File: src/rtl/paged_gpio_pkg.sv
// Shared constants for the paged GPIO controller: geometry, bus offsets
// and page codes. Assumes a 4-bit byte address window.
package paged_gpio_pkg;
    localparam int PORT_W      = 8;
    localparam int N_PORTS     = 6;
    localparam int N_IRQ_PORTS = 3;
    localparam int ADDR_W      = 4;

    localparam logic [ADDR_W-1:0] OFS_PEND = 4'd6;
    localparam logic [ADDR_W-1:0] OFS_PAGE = 4'd7;
    localparam int                OFS_BANK = 8;

    localparam logic [7:0] PAGE_EN  = 8'h80;
    localparam logic [7:0] PAGE_POL = 8'h40;
    localparam logic [7:0] PAGE_ID  = 8'hC0;
endpackage

File: src/rtl/pgio_sync.sv
// Two-flop synchronizer for a bus of asynchronous pin levels.
// Assumes each bit is treated independently (no multi-bit coherence).
module pgio_sync #(
    parameter int W = 48
) (
    input  logic         clk,
    input  logic         rst_n,
    input  logic [W-1:0] async_in,
    output logic [W-1:0] sync_out
);
    logic [W-1:0] stage1_q;
    logic [W-1:0] stage2_q;

    // Shift the pin levels through two flops.
    always_ff @(posedge clk) begin
        if (!rst_n) begin
            stage1_q <= '0;
            stage2_q <= '0;
        end else begin
            stage1_q <= async_in;
            stage2_q <= stage1_q;
        end
    end

    assign sync_out = stage2_q;
endmodule

File: src/rtl/pgio_edge_port.sv
// Edge capture for one port: enable, polarity and sticky event bits.
// Assumes lvl is already synchronized. Events need the post-write enable.
module pgio_edge_port #(
    parameter int W = 8
) (
    input  logic         clk,
    input  logic         rst_n,
    input  logic [W-1:0] lvl,
    input  logic         wr_en_bank,
    input  logic         wr_pol_bank,
    input  logic [W-1:0] wdata,
    output logic [W-1:0] en_q,
    output logic [W-1:0] pol_q,
    output logic [W-1:0] evt_q
);
    logic [W-1:0] prev_q;
    logic [W-1:0] en_d;
    logic [W-1:0] hit;

    // Next enable value, visible to the event latch in the same cycle.
    always_comb begin
        en_d = wr_en_bank ? wdata : en_q;
    end

    // Edge qualified by polarity: 1 selects rising, 0 selects falling.
    always_comb begin
        hit = (lvl & ~prev_q & pol_q) | (~lvl & prev_q & ~pol_q);
    end

    // Register banks, previous level and sticky events.
    always_ff @(posedge clk) begin
        if (!rst_n) begin
            en_q   <= '0;
            pol_q  <= '0;
            evt_q  <= '0;
            prev_q <= '0;
        end else begin
            en_q   <= en_d;
            if (wr_pol_bank) pol_q <= wdata;
            evt_q  <= en_d & (evt_q | hit);
            prev_q <= lvl;
        end
    end

    // An event never survives with its enable low.
    p_evt_gated_r7: assert property (@(posedge clk) disable iff (!rst_n)
        (evt_q & ~en_q) == '0);

    // A latched event stays while its enable remains high.
    p_evt_hold_r6: assert property (@(posedge clk) disable iff (!rst_n)
        1'b1 |=> (($past(evt_q) & en_q & ~evt_q) == '0));
endmodule

File: src/rtl/paged_gpio_irq.sv
// Paged GPIO controller: six data ports, page-multiplexed interrupt banks
// for the lowest ports, pending summary and one level interrupt.
// Assumes single-cycle bus strobes and a synchronous active-low reset.
module paged_gpio_irq
    import paged_gpio_pkg::*;
#(
    parameter int P_W     = PORT_W,
    parameter int P_N     = N_PORTS,
    parameter int P_NIRQ  = N_IRQ_PORTS,
    parameter int P_ADDRW = ADDR_W
) (
    input  logic               clk,
    input  logic               rst_n,
    input  logic [P_ADDRW-1:0] bus_addr,
    input  logic [7:0]         bus_wdata,
    input  logic               bus_wr,
    input  logic               bus_rd,
    output logic [7:0]         bus_rdata,
    input  logic [P_N*P_W-1:0] pin_in,
    output logic [P_N*P_W-1:0] pin_drive,
    output logic               irq
);
    localparam int NLINES = P_N * P_W;

    logic [NLINES-1:0]             lvl;
    logic [P_N-1:0][P_W-1:0]       lvl_p;
    logic [P_N-1:0][P_W-1:0]       drv_q;
    logic [7:0]                    page_q;
    logic [P_NIRQ-1:0][P_W-1:0]    en_a;
    logic [P_NIRQ-1:0][P_W-1:0]    pol_a;
    logic [P_NIRQ-1:0][P_W-1:0]    evt_a;
    logic [P_NIRQ-1:0]             pend;
    logic [7:0]                    rd_mux;
    logic                          page_ok;

    pgio_sync #(.W(NLINES)) u_sync (
        .clk      (clk),
        .rst_n    (rst_n),
        .async_in (pin_in),
        .sync_out (lvl)
    );

    assign lvl_p     = lvl;
    assign pin_drive = drv_q;

    // Output latches, one byte per port.
    always_ff @(posedge clk) begin
        if (!rst_n) begin
            drv_q <= '0;
        end else if (bus_wr) begin
            for (int p = 0; p < P_N; p++) begin
                if (bus_addr == P_ADDRW'(p)) drv_q[p] <= bus_wdata[P_W-1:0];
            end
        end
    end

    // Accept only the three legal page codes.
    always_comb begin
        page_ok = (bus_wdata == PAGE_EN) || (bus_wdata == PAGE_POL) ||
                  (bus_wdata == PAGE_ID);
    end

    // Page register.
    always_ff @(posedge clk) begin
        if (!rst_n) begin
            page_q <= PAGE_ID;
        end else if (bus_wr && bus_addr == OFS_PAGE && page_ok) begin
            page_q <= bus_wdata;
        end
    end

    // Per-port edge capture for the interrupt-capable ports.
    for (genvar p = 0; p < P_NIRQ; p++) begin : g_cap
        logic sel;
        assign sel = bus_wr && (bus_addr == P_ADDRW'(OFS_BANK + p));
        pgio_edge_port #(.W(P_W)) u_cap (
            .clk         (clk),
            .rst_n       (rst_n),
            .lvl         (lvl_p[p]),
            .wr_en_bank  (sel && page_q == PAGE_EN),
            .wr_pol_bank (sel && page_q == PAGE_POL),
            .wdata       (bus_wdata[P_W-1:0]),
            .en_q        (en_a[p]),
            .pol_q       (pol_a[p]),
            .evt_q       (evt_a[p])
        );
        assign pend[p] = |evt_a[p];
    end

    assign irq = |pend;

    // Read multiplexer over the whole window; unmapped offsets give 0.
    always_comb begin
        rd_mux = '0;
        for (int p = 0; p < P_N; p++) begin
            if (bus_addr == P_ADDRW'(p)) rd_mux = 8'(lvl_p[p]);
        end
        if (bus_addr == OFS_PEND) rd_mux = 8'(pend);
        if (bus_addr == OFS_PAGE) rd_mux = page_q;
        for (int p = 0; p < P_NIRQ; p++) begin
            if (bus_addr == P_ADDRW'(OFS_BANK + p)) begin
                case (page_q)
                    PAGE_EN:  rd_mux = 8'(en_a[p]);
                    PAGE_POL: rd_mux = 8'(pol_a[p]);
                    default:  rd_mux = 8'(evt_a[p]);
                endcase
            end
        end
    end

    // Registered read data, loaded only on a read strobe.
    always_ff @(posedge clk) begin
        if (!rst_n)      bus_rdata <= '0;
        else if (bus_rd) bus_rdata <= rd_mux;
    end

    // Page register only ever holds a legal code.
    p_page_code_r4: assert property (@(posedge clk) disable iff (!rst_n)
        (page_q == PAGE_EN) || (page_q == PAGE_POL) || (page_q == PAGE_ID));

    // Read data holds between read strobes.
    p_rdata_hold_r9: assert property (@(posedge clk) disable iff (!rst_n)
        !bus_rd |=> $stable(bus_rdata));

    // Unmapped offsets read as zero.
    p_unmapped_zero_r10: assert property (@(posedge clk) disable iff (!rst_n)
        (bus_rd && bus_addr > P_ADDRW'(OFS_BANK + P_NIRQ - 1)) |=> (bus_rdata == 8'h00));

    // A data write lands on the matching port's drive pins.
    for (genvar p = 0; p < P_N; p++) begin : g_drv_chk
        p_drive_write_r2: assert property (@(posedge clk) disable iff (!rst_n)
            (bus_wr && bus_addr == P_ADDRW'(p)) |=>
            (pin_drive[p*P_W +: P_W] == $past(bus_wdata[P_W-1:0])));
    end
endmodule

File: config.mk
export PLATFORM = sky130hd
export DESIGN_NAME = paged_gpio_irq
export DESIGN_NICKNAME = d
export VERILOG_FILES = /design/src/rtl/paged_gpio_pkg.sv /design/src/rtl/pgio_sync.sv /design/src/rtl/pgio_edge_port.sv /design/src/rtl/paged_gpio_irq.sv
export SDC_FILE = /design/constraint.sdc
export NUM_CORES = 1
export LEC_CHECK = 0
export CAP_MARGIN = 10
export CORE_MARGIN = 1
export CORE_UTILIZATION = 50
export CTS_BUF_LIST = sky130_fd_sc_hd__clkbuf_8
export DETAILED_ROUTE_END_ITERATION = 10
export DONT_BUFFER_PORTS = 1
export GPL_TIMING_DRIVEN = 0
export PLACE_DENSITY = 0.7
export SLEW_MARGIN = 20
export SYNTH_ARGS = -nofsm -noshare
export SYNTH_HDL_FRONTEND = slang
export SYNTH_SLANG_ARGS = --single-unit
export TNS_END_PERCENT = 50
File: constraint.sdc
create_clock -name clk -period 3.22 [get_ports clk]
set_input_delay 0.322 -clock clk [delete_from_list [all_inputs] [get_ports clk]]
set_output_delay 0.322 -clock clk [all_outputs]
set_load 0.05 [all_outputs]
==> flow_metrics.tcl <==
set metrics [dict create \
    outcome "finished, final reports clean" \
    synth_top_area_share_pct 51.0 \
    ir_worst_vdd_uv 410 \
    timing.final.crit_share_pct 79.2 \
    cp-end-kind "flip-flop" \
    r2r_slack_ns 0.67 \
    cts_max_path_buffers 3 \
    crit_required_ns 3.61 \
    multiInputGateArea_um2 4570 \
    place_ws_ns 0.764 \
    post_cts_resized 0 \
    rsz0062_at_grt "no" \
    drive_gt1_share_pct 8.95 \
    ys_warn_count 0 \
    remaining_drc_errors 0 \
    finalHoldViolCount 0 \
    grt_max_degree 11 \
    grt_pass1_vias 7884 \
    synth.area.top_cells "dfxtp_1 (51%), and2_1 (7.6%), mux2i_1 (6.7%)" \
    ys_seq_area_share_pct 51.0 \
    critPathMaxStageDelay_ns 0.45 \
    gr-usage-all-layers_pct 29.9 \
    numCtsBuffers 41 \
    ys_async_sr_fraction_pct 0 \
    grt_pass1_wl_um 45100 \
    worstPathArrival_ns 2.94 \
    port_buffers 0 \
    fill_cells 1689 \
    synth_cell_types 60 \
    ys_seq_elements 256 \
    syn_inst 1055 \
    fp-row-count 51 \
    dr_total_vias 8288 \
    start_kind "flip-flop" \
    leakagePower_uw 0.00477 \
    crit_family "simple AND/OR/NAND/NOR gates" \
    synthFlopType "dfxtp_1" \
    ios 121 \
    slew_headroom_pct 41.9 \
    final_common_cell "dfxtp_1" \
    netlist_area_um2 10000 \
    antenna_left 0 \
    final.setup.worst_slack_ns 0.671 \
    final_max_slew_viol_count 0 \
    min_path_cells 2 \
    clkLatencyLatePin_ns 0.55 \
    cts_root_buf "clkbuf_8" \
    cp_slowest_cell "nor3_1" \
    grt_overflow 0 \
    wl_um 30300 \
    setup_viol 0 \
    syn-num-nets 1119 \
    finalPower_uw 6890 \
    wl_per_cell_um 20.9 \
    htreeDepth 2 \
    numClockSinks 256 \
    dp_hpwl_um 21000 \
    min_path_type "in -> reg" \
    tns_ns 0 \
    fmax_ghz 0.392 \
    critPathMaxFanout 10 \
    syn2layout_area_growth_pct 18.7 \
    worst-path-buf-inv 1 \
    criticalPathCategory "reg -> reg" \
    core-area_um2 19600 \
    synth.avg_cell_area_um2 9.52 \
    place_congestion 0.988 \
    r2r_end "g_cap[1].u_cap.pol_q[5]" \
    synth_edf_count 0 \
    seqCellArea_um2 5120 \
    finClkSkew_ns 0.0199 \
    period_needed_ns 2.55 \
    nNetsFinal 1218 \
    die_w_um 144 \
    yosys.area.top_type "dfxtp_1" \
    dieArea_um2 20700 \
    viasPerCell 5.71 \
    timing.rr.start "page_q[0]" \
    dieHeight_um 144 \
    crit_top_cell "nand2_1" \
    antenna_found_initial 0 \
    hold_start "bus_wdata[3]" \
    holdBufCountCts 56 \
    ff2ff_path_depth 7 \
    worst_pin_slew_ns 0.872 \
    final_cell_mix "dfxtp_1 (256), and2_1 (122), nor2_1 (99)" \
    start_util_pct 51.3 \
    drt_iter0_drc 561 \
    power_density_nw_per_um2 579 \
    cts_tree "yes" \
    cap_violations 0 \
    post-cts-setup-buffers 0 \
    path_clk_slew_ns 0.07 \
    min_to "g_cap[2].u_cap.en_q[3]" \
    dr.pass1.iters 5 \
    crit_path_cell_trace "nor4_4, nand2_1, clkbuf_1, nor3_1, nand2_1, nand2_1, a21oi_1" \
]
-- area by class of cell --
cell class / instances / area share [%]
Clock buffer: 56 / 6.47
Inverter: 9 / 0.284
Buffer: 73 / 2.60
Sequential cell: 256 / 43.0
Antenna cell: 2 / 0.0420
Tap cell: 265 / 2.78
Timing Repair Buffer: 56 / 4.70
Multi-Input combinational cell: 717 / 38.4
Clock inverter: 17 / 1.73
-- where the power goes --
part | internal, µW | switching [µW] | total (µW)
clock network | 1950 | 1280 | 3230
registers | 3240 | 85.9 | 3330
logic | 145 | 190 | 334
total | 5340 | 1550 | 6890
-- sequential cells by signal, summed over array words and instances, names as in the netlist, 24 cells and up --
name,flops
g_cap.u_cap.en_q,24
g_cap.u_cap.evt_q,24
g_cap.u_cap.pol_q,24
g_cap.u_cap.prev_q,24
pin_drive,48
u_sync.stage1_q,48
u_sync.sync_out,48
-- cell families (layout without fill, tap and decap cells) --
logic type | count (synthesis) | in the layout | synth area share [%]
and+or+nand+nor | 435 | 435 | 23.6
DFF | 256 | 256 | 51.0
AOI/OAI and AO/OA | 208 | 208 | 14.0
buffers and inverters | 82 | 211 | 3.43
muxes | 74 | 74 | 7.91
other | 0 | 2 | 0
-- Yosys cell counts, types with 2 or more instances --
library cell	n
o211a_1	3
dfxtp_1	256
o221ai_1	10
nand2_1	90
a211oi_1	10
a221o_1	5
nor2_1	99
nor3_1	11
a221oi_1	2
nand3_1	7
a31oi_1	7
a21oi_1	62
nor3b_1	22
o31a_1	21
o211ai_1	5
and3b_1	21
nor2b_1	12
o21ai_0	44
mux2_2	3
mux2i_1	67
nor2_4	2
a22oi_1	4
o31ai_1	2
nor2_2	3
o311ai_0	4
o32ai_1	2
and2_1	122
nor4_1	6
a22o_1	6
inv_1	9
o311a_1	7
nand3b_1	3
buf_6	2
buf_1	4
mux4_2	4
clkbuf_1	50
o2bb2ai_1	3
and3_1	9
a311o_1	2
buf_2	17
nand2b_1	17
o22ai_1	2
-- through the flow --
| stage | hold slack [ns] | area, µm² | util (%) | std cells |
|---|---|---|---|---|
| detailed placement | 0.417 | 10400 | 52.9 | 1320 |
| global placement | 0.416 | 10400 | 52.9 | 1320 |
| finish | 0.0234 | 11900 | 60.8 | 1451 |
| CTS | 0.00949 | 11900 | 60.8 | 1449 |
| global route | 0.0666 | 11900 | 60.8 | 1449 |
| floorplan | 0.412 | 10000 | - | 1055 |
-- worst max path at each step --
stage | from | to | slack [ns] | cells past startpoint
2_1_floorplan | page_q[0] | bus_rdata[3] | 1.31 | 7
3_3_place_gp | bus_addr[3] | g_cap[1].u_cap.pol_q[4] | 0.79 | 7
3_5_place_dp | bus_addr[3] | g_cap[1].u_cap.pol_q[5] | 0.76 | 7
4_1_cts | page_q[0] | g_cap[1].u_cap.pol_q[5] | 0.77 | 8
5_1_grt | page_q[0] | g_cap[1].u_cap.pol_q[1] | 0.57 | 8
6_report | page_q[0] | g_cap[1].u_cap.pol_q[5] | 0.67 | 7
-- worst register-to-register path, stage by stage (launching register included) --
cell	delay [ns]
dfxtp_1	0.34
nor4_4	0.41
nand2_1	0.19
clkbuf_1	0.36
nor3_1	0.46
nand2_1	0.39
nand2_1	0.17
a21oi_1	0.08
-- routing by layer --
| metal | vias to the layer above | track usage [%] | share of wire, % |
|---|---|---|---|
| li1 | 3874 | - | - |
| met1 | 3903 | 37.2 | 42 |
| met2 | 427 | 47.8 | 44 |
| met3 | 84 | 6.80 | 9.3 |
| met4 | 0 | 16.3 | 4.9 |
| met5 | - | 0 | 0 |
Note: power is estimated with default switching activity, not from simulation.
